### src/rtl/agree_predictor.sv
module agree_predictor #(
  parameter int PC_W   = 16,
  parameter int BASE_W = 6,
  parameter int HIST_W = 6
) (
  input  logic              clk,
  input  logic              rst_n,
  input  logic [PC_W-1:0]   lk_pc,
  output logic              lk_taken,
  output logic              lk_base,
  output logic [HIST_W-1:0] lk_hist,
  input  logic              rs_valid,
  input  logic [PC_W-1:0]   rs_pc,
  input  logic [HIST_W-1:0] rs_hist,
  input  logic              rs_base,
  input  logic              rs_taken
);
  localparam int BASE_N = 1 << BASE_W;
  localparam int PAT_N  = 1 << HIST_W;

  logic [1:0]        base_tab [BASE_N];
  logic [1:0]        pat_tab  [PAT_N];
  logic [HIST_W-1:0] ghist;

  logic [BASE_W-1:0] b_lidx, b_ridx;
  logic [HIST_W-1:0] p_lidx, p_ridx;
  logic              rs_agree;

  assign b_lidx   = lk_pc[BASE_W-1:0];
  assign p_lidx   = lk_pc[HIST_W-1:0] ^ ghist;
  assign b_ridx   = rs_pc[BASE_W-1:0];
  assign p_ridx   = rs_pc[HIST_W-1:0] ^ rs_hist;
  assign rs_agree = (rs_taken == rs_base);

  assign lk_base  = base_tab[b_lidx][1];
  assign lk_taken = pat_tab[p_lidx][1] ? lk_base : ~lk_base;
  assign lk_hist  = ghist;

  always_ff @(posedge clk) begin
    if (!rst_n) begin
      for (int i = 0; i < BASE_N; i++) base_tab[i] <= 2'b01;
      for (int j = 0; j < PAT_N; j++)  pat_tab[j]  <= 2'b10;
      ghist <= '0;
    end else if (rs_valid) begin
      if (rs_taken) begin
        if (base_tab[b_ridx] != 2'b11) base_tab[b_ridx] <= base_tab[b_ridx] + 2'd1;
      end else begin
        if (base_tab[b_ridx] != 2'b00) base_tab[b_ridx] <= base_tab[b_ridx] - 2'd1;
      end
      if (rs_agree) begin
        if (pat_tab[p_ridx] != 2'b11) pat_tab[p_ridx] <= pat_tab[p_ridx] + 2'd1;
      end else begin
        if (pat_tab[p_ridx] != 2'b00) pat_tab[p_ridx] <= pat_tab[p_ridx] - 2'd1;
      end
      ghist <= {ghist[HIST_W-2:0], rs_taken};
    end
  end

  a_r5_agree_step: assert property (@(posedge clk) disable iff (!rst_n)
    (rs_valid && rs_agree && pat_tab[p_ridx] != 2'b11)
    |=> pat_tab[$past(p_ridx)] == 2'($past(pat_tab[p_ridx]) + 2'd1));

  a_r5_agree_floor: assert property (@(posedge clk) disable iff (!rst_n)
    (rs_valid && !rs_agree && pat_tab[p_ridx] == 2'b00)
    |=> pat_tab[$past(p_ridx)] == 2'b00);

  a_r6_base_ceiling: assert property (@(posedge clk) disable iff (!rst_n)
    (rs_valid && rs_taken && base_tab[b_ridx] == 2'b11)
    |=> base_tab[$past(b_ridx)] == 2'b11);

  a_r7_hist_shift: assert property (@(posedge clk) disable iff (!rst_n)
    rs_valid |=> lk_hist == {$past(lk_hist[HIST_W-2:0]), $past(rs_taken)});

  a_r7_hist_hold: assert property (@(posedge clk) disable iff (!rst_n)
    !rs_valid |=> $stable(lk_hist));
endmodule

### config.mk
export PLATFORM = sky130hd
export DESIGN_NAME = agree_predictor
export DESIGN_NICKNAME = d
export VERILOG_FILES = /design/src/rtl/agree_predictor.sv
export SDC_FILE = /design/constraint.sdc
export NUM_CORES = 1
export LEC_CHECK = 0
export ABC_AREA = 1
export CORE_ASPECT_RATIO = 0.6
export CORE_MARGIN = 4
export CORE_UTILIZATION = 30
export DETAILED_ROUTE_END_ITERATION = 7
export SETUP_SLACK_MARGIN = 0.02
export SLEW_MARGIN = 25
export SYNTH_ARGS = -nofsm -noshare
export SYNTH_HDL_FRONTEND = slang
export SYNTH_SLANG_ARGS = --single-unit
### constraint.sdc
create_clock -name clk -period 6.96 [get_ports clk]
set_clock_uncertainty 0.1 [all_clocks]
set_input_delay 1.044 -clock clk [delete_from_list [all_inputs] [get_ports clk]]
set_output_delay 1.044 -clock clk [all_outputs]
set_load 0.1 [all_outputs]
==> metrics.txt <==
Fmax achieved 182.3 MHz; post-route ant nets 0; max_cap viols 0; number of DRC markers in iteration 0 1992; clk_lat worst skew 0.56 ns; Max H-tree Level 1; Final Setup Violations 0; Die Width 305.2 um; fin. max-slew vios 0; Reg clk slew, reported paths 0.07 ns; PwrDens 234.6 mW/mm^2; total power 4.145 mW; largest family of logic cells by synthesized area simple AND/OR/NAND/NOR gates; PostCTS Resize Cnt 0; Core Util, Final 0.3369; xor/xnor cell area share of the yosys netlist 0.008738; Mapped Cells 2023; status complete, no violations; first-pass GRT wire length 75750 um; YS warnings 0; CTS sink cnt 262; Seq/Total Area, Yosys 0.4912; Layout area overhead 11.18%; RSZ-0062 raised after global routing false; vias in the first global route 13.22k; largest net degree at the start of global routing 63; post-route setup TNS 0 ns; GRT Total Usage 0.1692; die area 0.05685 mm^2; initial antenna violation count 1; simple-gate share of the synthesized area 0.3559; Synth Area in Compound Gates 0.05400; CP max FO 34; Hold Path Class reg -> reg; CP arrival 4.34 ns; relative slew slack 0.3406; Pre-Repair DR Iteration Count 6; synthesized cell area 0.01589 mm^2; DRC Markers 0; crit path kind in -> out; Die H 186.3 um; Placer Congestion 0.9245; GR Overflow Total 0; Final HPWL DP 32320 um; Post-Syn Nets 2066; vias per std cell 5.228; area share of fa/ha/maj cells after synthesis 0; nets@finish 2018; register area 0.007807 mm^2; Max Buffers Root-to-Sink 3; final hold violation count 0; clock root cell clkbuf_16; leakage 7.062 nW; setup bufs post-CTS 0; fraction of layout cells with a size suffix above 1 0.09564; syn_area_per_cell 7.857 um^2; Top Ports 51; Placement Cell Area 0.01666 mm^2; flops & latches, synth 262; vias post-DR 14.12k; CTS buffer count 28; fillcell total 5399; hold slack 0.4559 ns; Tmin final 5.485 ns; IO Port Bufs 30; post-synthesis mux area share 0; Worst Setup End Kind output port; DR WL/cell 18.29 um; area of the multi-input gates 0.006695 mm^2; Worst Tran Pin Value 0.9860 ns; CORE AREA 0.05246 mm^2; fin area 0.01767 mm^2; leading cell type in the layout, fill and taps excluded nand2_1; drt total wl 49400 um; most frequent cells in the layout 648 x nand2_1, 256 x edfxtp_1, 255 x nor2_1; CTS tree built; FP Rows 65; ant diodes 0; Synth cell types 33; Peak VDD IR 0.1890 mV; Initial Utilization 0.3030; WP data required 5.82 ns; crit start category input pin; final period utilization 0.7880; CTS Hold Bufs 0
-- metal layers --
layer	global-route usage	wire length, um
met1	0.2457	21870
met2	0.2487	20590
met3	0.04097	5541
met4	0.05450	1386
met5	0	13
-- kinds of logic after synthesis --
logic type / Yosys count
AOI/OAI and AO/OA: 142
xor gates and xnor gates: 12
buffers and inverters: 299
DFF: 262
and+or+nand+nor: 1308
-- worst paths after layout --
path / start / endpoint / slack (ns) / cells after the start
worst max-delay path: lk_pc[0] / lk_taken / 1.48 / 15
worst min-delay path: lk_hist[0]$_SDFFE_PN0P_ / lk_hist[0]$_SDFFE_PN0P_ / 0.46 / 2
worst max register to register: base_tab[53][0]$_SDFFCE_PN1P_ / base_tab[45][0]$_SDFFCE_PN1P_ / 3.66 / 14
worst min register to register: lk_hist[0]$_SDFFE_PN0P_ / lk_hist[0]$_SDFFE_PN0P_ / 0.46 / 2
-- through the flow --
stage | setup WS, ns | std cells
floorplan | 2.242 | 2023
global placement | 1.391 | 2647
detailed placement | 1.325 | 2647
CTS | 1.513 | 2699
global route | 1.284 | 2700
finish | 1.475 | 2700
-- report_power, final --
| group | leakage, nW | internal (mW) | total (mW) | switching [mW] |
|---|---|---|---|---|
| clock | 0.472 | 0.931 | 1.57 | 0.641 |
| combinational | 4.32 | 0.182 | 0.798 | 0.616 |
| sequential | 2.27 | 1.76 | 1.78 | 0.0173 |
-- worst max-delay path, cell delays in order --
cell             delay (ns)
clkdlybuf4s50_1        0.46
buf_4                  0.39
inv_1                  0.11
nand2_1                0.10
nand2_2                0.32
inv_1                  0.47
o21ai_0                0.13
o221ai_1               0.35
nand3_1                0.15
nand3_1                0.11
nand3_1                0.14
nand2_1                0.10
nand3_1                0.06
nand2_1                0.15
buf_12                 0.20
-- layout make-up --
class,count,share of cell area
clock inverter,9,0.004248
inverter,143,0.03038
clock buffer,43,0.05112
tap,703,0.04978
sequential,262,0.4418
timing repair buffer,78,0.04376
multi-input combinational,1462,0.3789
-- flip-flops by register name, summed over array words and instances, names as in the netlist --
name      count
pat_tab     128
base_tab    128
lk_hist       6
-- cell usage after synthesis, drive strengths merged --
cell / number / area share
a21oi: 17 / 0.0054
a22oi: 8 / 0.0038
buf: 100 / 0.043
clkbuf: 56 / 0.013
clkinv: 2 / 0.00047
dfxtp: 6 / 0.0076
edfxtp: 256 / 0.48
inv: 141 / 0.033
nand2: 712 / 0.18
nand3: 240 / 0.076
nand3b: 8 / 0.0038
nand4: 69 / 0.027
nor2: 269 / 0.066
nor3: 9 / 0.0050
o211ai: 33 / 0.016
o21ai: 66 / 0.021
o221ai: 9 / 0.0050
o22ai: 9 / 0.0035
or2: 1 / 0.00039
xnor2: 11 / 0.0070
xor2: 1 / 0.0017
Power figures use the tool's default switching activity.
